**src/rtl/msf_pkg.sv**
```systemverilog
package msf_pkg;
   typedef enum logic {
      KIND_READ  = 1'b0,
      KIND_WRITE = 1'b1
   } cmd_kind_e;

   function automatic int idx_w(input int n);
      return (n > 1) ? $clog2(n) : 1;
   endfunction
endpackage

```
**src/rtl/msf_fifo.sv**
```systemverilog
module msf_fifo #(
   parameter int W     = 8,
   parameter int DEPTH = 4
) (
   input  logic         clk,
   input  logic         rst_n,
   input  logic         push,
   input  logic [W-1:0] din,
   input  logic         pop,
   output logic [W-1:0] dout,
   output logic         empty,
   output logic         full
);
   localparam int AW = msf_pkg::idx_w(DEPTH);
   localparam int CW = $clog2(DEPTH + 1);

   generate
      if (DEPTH < 1) begin : g_bad_depth
         $error("msf_fifo: DEPTH must be at least 1");
      end
   endgenerate

   logic [W-1:0]  store [DEPTH];
   logic [AW-1:0] wp, rp;
   logic [CW-1:0] cnt;
   logic          push_ok, pop_ok;

   function automatic logic [AW-1:0] bump(input logic [AW-1:0] p);
      return (p == AW'(DEPTH - 1)) ? '0 : p + 1'b1;
   endfunction

   assign empty   = (cnt == '0);
   assign full    = (cnt == CW'(DEPTH));
   assign pop_ok  = pop && !empty;
   assign push_ok = push && (!full || pop_ok);
   assign dout    = store[rp];

   always_ff @(posedge clk) begin
      if (push_ok) store[wp] <= din;
   end

   always_ff @(posedge clk or negedge rst_n) begin
      if (!rst_n) begin
         wp  <= '0;
         rp  <= '0;
         cnt <= '0;
      end else begin
         if (push_ok) wp <= bump(wp);
         if (pop_ok)  rp <= bump(rp);
         case ({push_ok, pop_ok})
            2'b10:   cnt <= cnt + 1'b1;
            2'b01:   cnt <= cnt - 1'b1;
            default: cnt <= cnt;
         endcase
      end
   end

   assert_fifo_no_overflow_R9: assert property (@(posedge clk) disable iff (!rst_n)
      push |-> (!full || pop));
   assert_fifo_no_underflow_R4: assert property (@(posedge clk) disable iff (!rst_n)
      pop |-> !empty);
endmodule

```
**src/rtl/msf_rr_arb.sv**
```systemverilog
module msf_rr_arb #(
   parameter int N = 3
) (
   input  logic                         clk,
   input  logic                         rst_n,
   input  logic [N-1:0]                 req,
   input  logic                         advance,
   output logic [N-1:0]                 grant,
   output logic [msf_pkg::idx_w(N)-1:0] gidx
);
   localparam int IW = msf_pkg::idx_w(N);

   generate
      if (N == 1) begin : g_single
         assign grant = req;
         assign gidx  = '0;
      end else begin : g_rr
         logic [IW-1:0] ptr;
         logic          found;

         always_comb begin
            grant = '0;
            gidx  = '0;
            found = 1'b0;
            for (int k = 0; k < N; k++) begin
               int s;
               s = int'(ptr) + k;
               if (s >= N) s = s - N;
               if (!found && req[s]) begin
                  found    = 1'b1;
                  grant[s] = 1'b1;
                  gidx     = IW'(s);
               end
            end
         end

         always_ff @(posedge clk or negedge rst_n) begin
            if (!rst_n)       ptr <= '0;
            else if (advance) ptr <= (gidx == IW'(N - 1)) ? '0 : gidx + 1'b1;
         end
      end
   endgenerate

   assert_grant_onehot_R6: assert property (@(posedge clk) disable iff (!rst_n)
      $onehot0(grant));
   assert_grant_to_requester_R6: assert property (@(posedge clk) disable iff (!rst_n)
      (grant & ~req) == '0);
   assert_advance_has_grant_R6: assert property (@(posedge clk) disable iff (!rst_n)
      advance |-> (grant != '0));
endmodule

```
**src/rtl/msf_client.sv**
```systemverilog
module msf_client #(
   parameter int IDX       = 0,
   parameter int LAW       = 5,
   parameter int MAW       = 6,
   parameter int DW        = 16,
   parameter int REGION    = 16,
   parameter int RSP_DEPTH = 4
) (
   input  logic                 clk,
   input  logic                 rst_n,
   input  logic                 wr_valid,
   input  logic [LAW-1:0]       wr_addr,
   input  logic                 rq_valid,
   input  logic [LAW-1:0]       rq_addr,
   input  logic                 tag_room,
   input  logic                 granted,
   output logic                 req,
   output msf_pkg::cmd_kind_e   kind,
   output logic [MAW-1:0]       phys_addr,
   output logic                 wr_ready,
   output logic                 rq_ready,
   output logic                 addr_err,
   input  logic                 rsp_push,
   input  logic [DW-1:0]        rsp_data,
   input  logic                 rt_ready,
   output logic                 rt_valid,
   output logic [DW-1:0]        rt_data
);
   import msf_pkg::*;

   localparam int            CW   = $clog2(RSP_DEPTH + 1);
   localparam logic [LAW:0]  LIM  = (LAW + 1)'(REGION);
   localparam logic [MAW-1:0] BASE = MAW'(IDX * REGION);

   logic          wr_bad, rd_bad, ok_wr, ok_rd, room;
   logic          rd_fire, rt_pop, rsp_empty, rsp_full;
   logic [CW-1:0] reserved;

   assign wr_bad   = wr_valid && ({1'b0, wr_addr} >= LIM);
   assign rd_bad   = rq_valid && ({1'b0, rq_addr} >= LIM);
   assign room     = (reserved < CW'(RSP_DEPTH)) && !rsp_full && tag_room;
   assign ok_wr    = wr_valid && !wr_bad;
   assign ok_rd    = rq_valid && !rd_bad && room;

   assign req       = ok_wr || ok_rd;
   assign kind      = ok_wr ? KIND_WRITE : KIND_READ;
   assign phys_addr = BASE + MAW'(ok_wr ? wr_addr : rq_addr);

   assign rd_fire  = granted && (kind == KIND_READ);
   assign wr_ready = wr_bad || (granted && (kind == KIND_WRITE));
   assign rq_ready = rd_bad || rd_fire;
   assign addr_err = wr_bad || rd_bad;

   assign rt_valid = !rsp_empty;
   assign rt_pop   = rt_valid && rt_ready;

   always_ff @(posedge clk or negedge rst_n) begin
      if (!rst_n) begin
         reserved <= '0;
      end else begin
         case ({rd_fire, rt_pop})
            2'b10:   reserved <= reserved + 1'b1;
            2'b01:   reserved <= reserved - 1'b1;
            default: reserved <= reserved;
         endcase
      end
   end

   msf_fifo #(.W(DW), .DEPTH(RSP_DEPTH)) u_rsp (
      .clk   (clk),
      .rst_n (rst_n),
      .push  (rsp_push),
      .din   (rsp_data),
      .pop   (rt_pop),
      .dout  (rt_data),
      .empty (rsp_empty),
      .full  (rsp_full)
   );

   assert_hold_until_taken_R5: assert property (@(posedge clk) disable iff (!rst_n)
      (rt_valid && !rt_ready) |=> (rt_valid && $stable(rt_data)));
   assert_credit_bound_R9: assert property (@(posedge clk) disable iff (!rst_n)
      reserved <= CW'(RSP_DEPTH));
   assert_bad_write_not_granted_R8: assert property (@(posedge clk) disable iff (!rst_n)
      (wr_bad && !ok_rd) |-> !granted);
endmodule

```
**src/rtl/mem_share_front.sv**
```systemverilog
module mem_share_front #(
   parameter int NUM_CLIENTS  = 3,
   parameter int REGION_WORDS = 16,
   parameter int MEM_AW       = 6,
   parameter int LOCAL_AW     = 5,
   parameter int DATA_W       = 16,
   parameter int RSP_DEPTH    = 4,
   parameter int TAG_DEPTH    = 8
) (
   input  logic                            clk,
   input  logic                            rst_n,
   input  logic [NUM_CLIENTS-1:0]          wr_valid,
   input  logic [NUM_CLIENTS*LOCAL_AW-1:0] wr_addr,
   input  logic [NUM_CLIENTS*DATA_W-1:0]   wr_data,
   output logic [NUM_CLIENTS-1:0]          wr_ready,
   input  logic [NUM_CLIENTS-1:0]          rq_valid,
   input  logic [NUM_CLIENTS*LOCAL_AW-1:0] rq_addr,
   output logic [NUM_CLIENTS-1:0]          rq_ready,
   output logic [NUM_CLIENTS-1:0]          rt_valid,
   output logic [NUM_CLIENTS*DATA_W-1:0]   rt_data,
   input  logic [NUM_CLIENTS-1:0]          rt_ready,
   output logic [NUM_CLIENTS-1:0]          addr_err,
   output logic                            mem_cmd_valid,
   input  logic                            mem_cmd_ready,
   output logic                            mem_cmd_we,
   output logic [MEM_AW-1:0]               mem_cmd_addr,
   output logic [DATA_W-1:0]               mem_cmd_wdata,
   input  logic                            mem_rsp_valid,
   input  logic [DATA_W-1:0]               mem_rsp_data
);
   import msf_pkg::*;

   localparam int IW = idx_w(NUM_CLIENTS);

   generate
      if (NUM_CLIENTS < 1) begin : g_bad_n
         $error("mem_share_front: NUM_CLIENTS must be at least 1");
      end
      if (NUM_CLIENTS * REGION_WORDS > (1 << MEM_AW)) begin : g_bad_fit
         $error("mem_share_front: client windows exceed the bank");
      end
      if ((1 << LOCAL_AW) < REGION_WORDS) begin : g_bad_law
         $error("mem_share_front: LOCAL_AW too narrow for REGION_WORDS");
      end
   endgenerate

   logic [NUM_CLIENTS-1:0] c_req, grant, granted, rsp_push;
   cmd_kind_e              c_kind [NUM_CLIENTS];
   logic [MEM_AW-1:0]      c_phys [NUM_CLIENTS];
   logic [IW-1:0]          gidx, tag_head;
   logic                   fire, tag_empty, tag_full;

   assign mem_cmd_valid = |c_req;
   assign fire          = mem_cmd_valid && mem_cmd_ready;

   generate
      for (genvar i = 0; i < NUM_CLIENTS; i++) begin : g_cli
         assign granted[i]  = fire && grant[i];
         assign rsp_push[i] = mem_rsp_valid && !tag_empty && (tag_head == IW'(i));

         msf_client #(
            .IDX(i), .LAW(LOCAL_AW), .MAW(MEM_AW), .DW(DATA_W),
            .REGION(REGION_WORDS), .RSP_DEPTH(RSP_DEPTH)
         ) u_cli (
            .clk       (clk),
            .rst_n     (rst_n),
            .wr_valid  (wr_valid[i]),
            .wr_addr   (wr_addr[i*LOCAL_AW +: LOCAL_AW]),
            .rq_valid  (rq_valid[i]),
            .rq_addr   (rq_addr[i*LOCAL_AW +: LOCAL_AW]),
            .tag_room  (!tag_full),
            .granted   (granted[i]),
            .req       (c_req[i]),
            .kind      (c_kind[i]),
            .phys_addr (c_phys[i]),
            .wr_ready  (wr_ready[i]),
            .rq_ready  (rq_ready[i]),
            .addr_err  (addr_err[i]),
            .rsp_push  (rsp_push[i]),
            .rsp_data  (mem_rsp_data),
            .rt_ready  (rt_ready[i]),
            .rt_valid  (rt_valid[i]),
            .rt_data   (rt_data[i*DATA_W +: DATA_W])
         );
      end
   endgenerate

   msf_rr_arb #(.N(NUM_CLIENTS)) u_arb (
      .clk     (clk),
      .rst_n   (rst_n),
      .req     (c_req),
      .advance (fire),
      .grant   (grant),
      .gidx    (gidx)
   );

   always_comb begin
      mem_cmd_we    = 1'b0;
      mem_cmd_addr  = '0;
      mem_cmd_wdata = '0;
      for (int i = 0; i < NUM_CLIENTS; i++) begin
         if (grant[i]) begin
            mem_cmd_we    = (c_kind[i] == KIND_WRITE);
            mem_cmd_addr  = c_phys[i];
            mem_cmd_wdata = wr_data[i*DATA_W +: DATA_W];
         end
      end
   end

   msf_fifo #(.W(IW), .DEPTH(TAG_DEPTH)) u_tag (
      .clk   (clk),
      .rst_n (rst_n),
      .push  (fire && !mem_cmd_we),
      .din   (gidx),
      .pop   (mem_rsp_valid),
      .dout  (tag_head),
      .empty (tag_empty),
      .full  (tag_full)
   );

   assert_cmd_in_window_R1: assert property (@(posedge clk) disable iff (!rst_n)
      fire |-> ((int'(mem_cmd_addr) >= int'(gidx) * REGION_WORDS) &&
                (int'(mem_cmd_addr) <  (int'(gidx) + 1) * REGION_WORDS)));
   assert_rsp_has_tag_R4: assert property (@(posedge clk) disable iff (!rst_n)
      mem_rsp_valid |-> !tag_empty);
   assert_one_push_per_rsp_R4: assert property (@(posedge clk) disable iff (!rst_n)
      $countones(rsp_push) == (mem_rsp_valid ? 1 : 0));
endmodule

```
**config.mk**
```make
export PLATFORM = sky130hd
export DESIGN_NAME = mem_share_front
export DESIGN_NICKNAME = d
export VERILOG_FILES = /design/src/rtl/msf_pkg.sv /design/src/rtl/msf_fifo.sv /design/src/rtl/msf_rr_arb.sv /design/src/rtl/msf_client.sv /design/src/rtl/mem_share_front.sv
export SDC_FILE = /design/constraint.sdc
export NUM_CORES = 1
export LEC_CHECK = 0
export BUFFER_PORTS_ARGS = -buffer_cell sky130_fd_sc_hd__buf_2
export CAP_MARGIN = 25
export CORE_AREA = 2 2 164 166
export CTS_BUF_LIST = sky130_fd_sc_hd__clkbuf_8
export DETAILED_ROUTE_END_ITERATION = 6
export DIE_AREA = 0 0 166 168
export PLACE_DENSITY = 0.62
export SLEW_MARGIN = 30
export SYNTH_ARGS = -nofsm -noshare
export SYNTH_HDL_FRONTEND = slang
export SYNTH_HIERARCHICAL = 1
export SYNTH_SLANG_ARGS = --single-unit
```
**constraint.sdc**
```tcl
create_clock -name clk -period 5.11 [get_ports clk]
set_input_delay 1.022 -clock clk [delete_from_list [all_inputs] [get_ports clk]]
set_output_delay 1.022 -clock clk [all_outputs]
set_load 0.01 [all_outputs]
```
==> metrics.csv <==
metric;value;unit
area_growth;18.14;%
muxShareOfSynthArea;0.1354;
drt_pass1_iterations;4;
via_count;6936;
grt_pass1_wl;38.70;mm
synth_xor_area_frac;0.01581;
synth_area_leaders;edfxtp_1, mux4_2, dfrtp_1;
synth.top_cell.area_share;0.5371;
clk_pin_slew;0.06;ns
post-route-period-util;0.9432;
drcViolationCount;0;
synth_top_area_cell;edfxtp_1;
synth_adder_area_share;0.04217;
portBuffers;190;
cp.arrival;3.80;ns
cts_buffers;42;
finalClockSkew;0.02722;ns
syn_avg_cell_area;15.98;µm²
tightest_slew;0.8798;ns
ys_ff_latch;250;
hold_buffers;0;
fp.dieArea;27890;µm²
overflow;0;
grt_start_max_net_pins;43;
clkLatencyLatePin;0.54;ns
routed_via_density;5.267;
grt_pass1_vias;7253;
coreArea;26350;µm²
ant_nets;0;
gp_congestion;0.9272;
syn-num-nets;870;
final_max_slew_viol_count;0;
worst-setup-path-type;reg -> out;
synth_top_family_by_area;multiplexers;
initial_core_util;0.4414;
synth_edf_count;208;
vdd_drop_max;0.0004562;V
power_density;582.0;nW/µm²
maxCapViolations;0;
start_kind;flop;
antenna_cells;0;
yosys_warnings;6;
clock_sinks;250;
crit_required;4.09;ns
ys_seq_area_frac;0.6274;
synth_cells;728;
async_reset_ff_frac;0.1680;
dp_hpwl;17.20;mm
synth_compound_area_frac;0.06089;
setup_viol;0;
ios;191;
post_drt_wl_per_cell;18.83;µm
cp_max_fo;11;
leakagePower;5.327;nW
ys.flop_type;edfxtp_1;
h-tree-depth;2;
routed_wl;24.80;mm
num_rows;60;
post-route-min-period;4.820;ns
die_x;166;µm
dpl_cell_area;12910;µm²
synth_area;11630;µm²
slew-limit-headroom;0.4134;
cts.path.max_buffers;3;
antenna_found_initial;0;
yosysUniqueCellTypes;67;
nets;1086;
hold_class;reg -> reg;
end_kind;output pin;
initialDrtViolationCount;451;
grt_usage;0.1774;
rsz0062_at_grt;no;
hold_violations;0;
clock-root-buffer;clkbuf_8;
fmax;207.5;MHz
die_y;168;µm
fin_tns_setup;0;ns
tritoncts;built;
drive_gt1_frac;0.4006;
yosys.area_share.simple;0.08736;
design_area;13740;µm²
run_status;finished, final reports clean;
routing by layer:
layer  global-route usage  share of wire  up-vias
li1                     -              -     3217
met3              0.03644          0.064       57
met5                    0              0        -
met2               0.3134           0.51      281
met4              0.08091          0.039        0
met1               0.2097           0.39     3381
layout by cell type (no fill, tap or decap), drive strengths merged, types with 5 or more instances in the layout:
cell	count
a21oi	7
a22oi	24
and2	15
and3	6
buf	206
clkbuf	46
clkinv	9
dfrtp	42
edfxtp	208
fa	7
ha	28
inv	52
mux2	29
mux4	52
nand2	63
nand2b	12
nand3	6
nor2	19
nor2b	12
nor3	7
nor4b	7
o2111ai	7
o21a	5
o21ai	34
or2	5
or2b	5
xnor2	8
xor2	13
worst max-delay path: stages, from the launching register on:
cell and delay, ns:
dfrtp_1 0.40, or3_4 0.47, nor2_1 0.12, inv_1 0.11, nor4b_1 0.16, nand2_1 0.06
nand2_1 0.18, nor4bb_4 0.34, a221oi_2 0.12, o21ai_2 0.45, buf_4 0.25, a22oi_1 0.09
o21ai_0 0.30, buf_2 0.21
sequential cells by signal, indices dropped and copies added, names as in the netlist:
register                 flops
u_arb/g_rr.ptr               2
u_tag/cnt                    4
u_tag/rp                     3
u_tag/store                 16
g_cli.u_cli/u_rsp/wp         6
g_cli.u_cli/u_rsp/cnt        9
g_cli.u_cli/u_rsp/rp         6
g_cli.u_cli/u_rsp/store    192
g_cli.u_cli/reserved         9
u_tag/wp                     3
timing repair:
item                                    4_1_cts  5_1_grt
endpoints found under the setup margin       10       19
setup buffers                                 0        1
resized for setup                             2        1
where the power goes:
part           leakage [nW]  switching, mW  internal (mW)
sequential             2.38          0.370           2.63
clock                 0.471          0.772          0.888
combinational          2.48           1.74           1.59
total                  5.33           2.89           5.11
worst paths after layout:
kind | from | slack (ns) | cells after the start | end
worst max-delay path | u_tag/cnt[1] | 0.29 | 13 | mem_cmd_wdata[0]
worst min-delay path | g_cli[2].u_cli/reserved[2] | 0.47 | 1 | g_cli[2].u_cli/reserved[2]
worst max register to register | u_tag/cnt[1] | 0.63 | 20 | u_tag/cnt[3]
worst min register to register | g_cli[2].u_cli/reserved[2] | 0.47 | 1 | g_cli[2].u_cli/reserved[2]
max in group asynchronous | rst_n | 4.11 | 2 | g_cli[0].u_cli/u_rsp/rp[0]
min in group asynchronous | rst_n | 0.57 | 2 | u_tag/cnt[1]
metrics by stage:
| step | hold slack, ns | util | instances | power, mW | setup WS [ns] |
|---|---|---|---|---|---|
| 3_3_place_gp | 0.4592 | 0.4898 | 1240 | 6.331 | 0.5055 |
| 6_report | 0.4746 | 0.5214 | 1317 | 7.996 | 0.2902 |
| 3_5_place_dp | 0.4613 | 0.4899 | 1240 | 6.376 | 0.4325 |
| 2_1_floorplan | 0.4420 | - | 728 | 5.336 | 0.9114 |
| 4_1_cts | 0.4729 | 0.5205 | 1316 | 8.083 | 0.1032 |
| 5_1_grt | 0.5092 | 0.5214 | 1317 | 8.565 | 0.01600 |
Yosys cell counts (all sizes together) (7+ instances only):
cell	n
nor2b	12
ha	28
a21oi	7
mux4	52
o21ai	34
and2	15
xnor2	8
fa	7
o2111ai	7
edfxtp	208
nand2	63
nor2	19
buf	29
dfrtp	42
nor3	7
inv	33
nand2b	12
xor2	13
a22oi	24
mux2	29
nor4b	7
cell families after synthesis:
kind of cell | Yosys count
DFF | 250
adders and majority gates | 35
buffers and inverters | 67
xor gates and xnor gates | 21
muxes | 85
and+or+nand+nor | 172
other | 2
AOI/OAI and AO/OA | 96
cell type report:
class | instances | area [µm²]
repair buffers | 206 | 1084
flip-flops and latches | 250 | 7298
clock inverters | 30 | 168.9
inverters | 33 | 128.9
clock buffers | 46 | 633.1
well taps | 341 | 426.7
multi-input cells | 411 | 4000
fillers | 2244 | 12610
(Power assumes the default switching activity.)
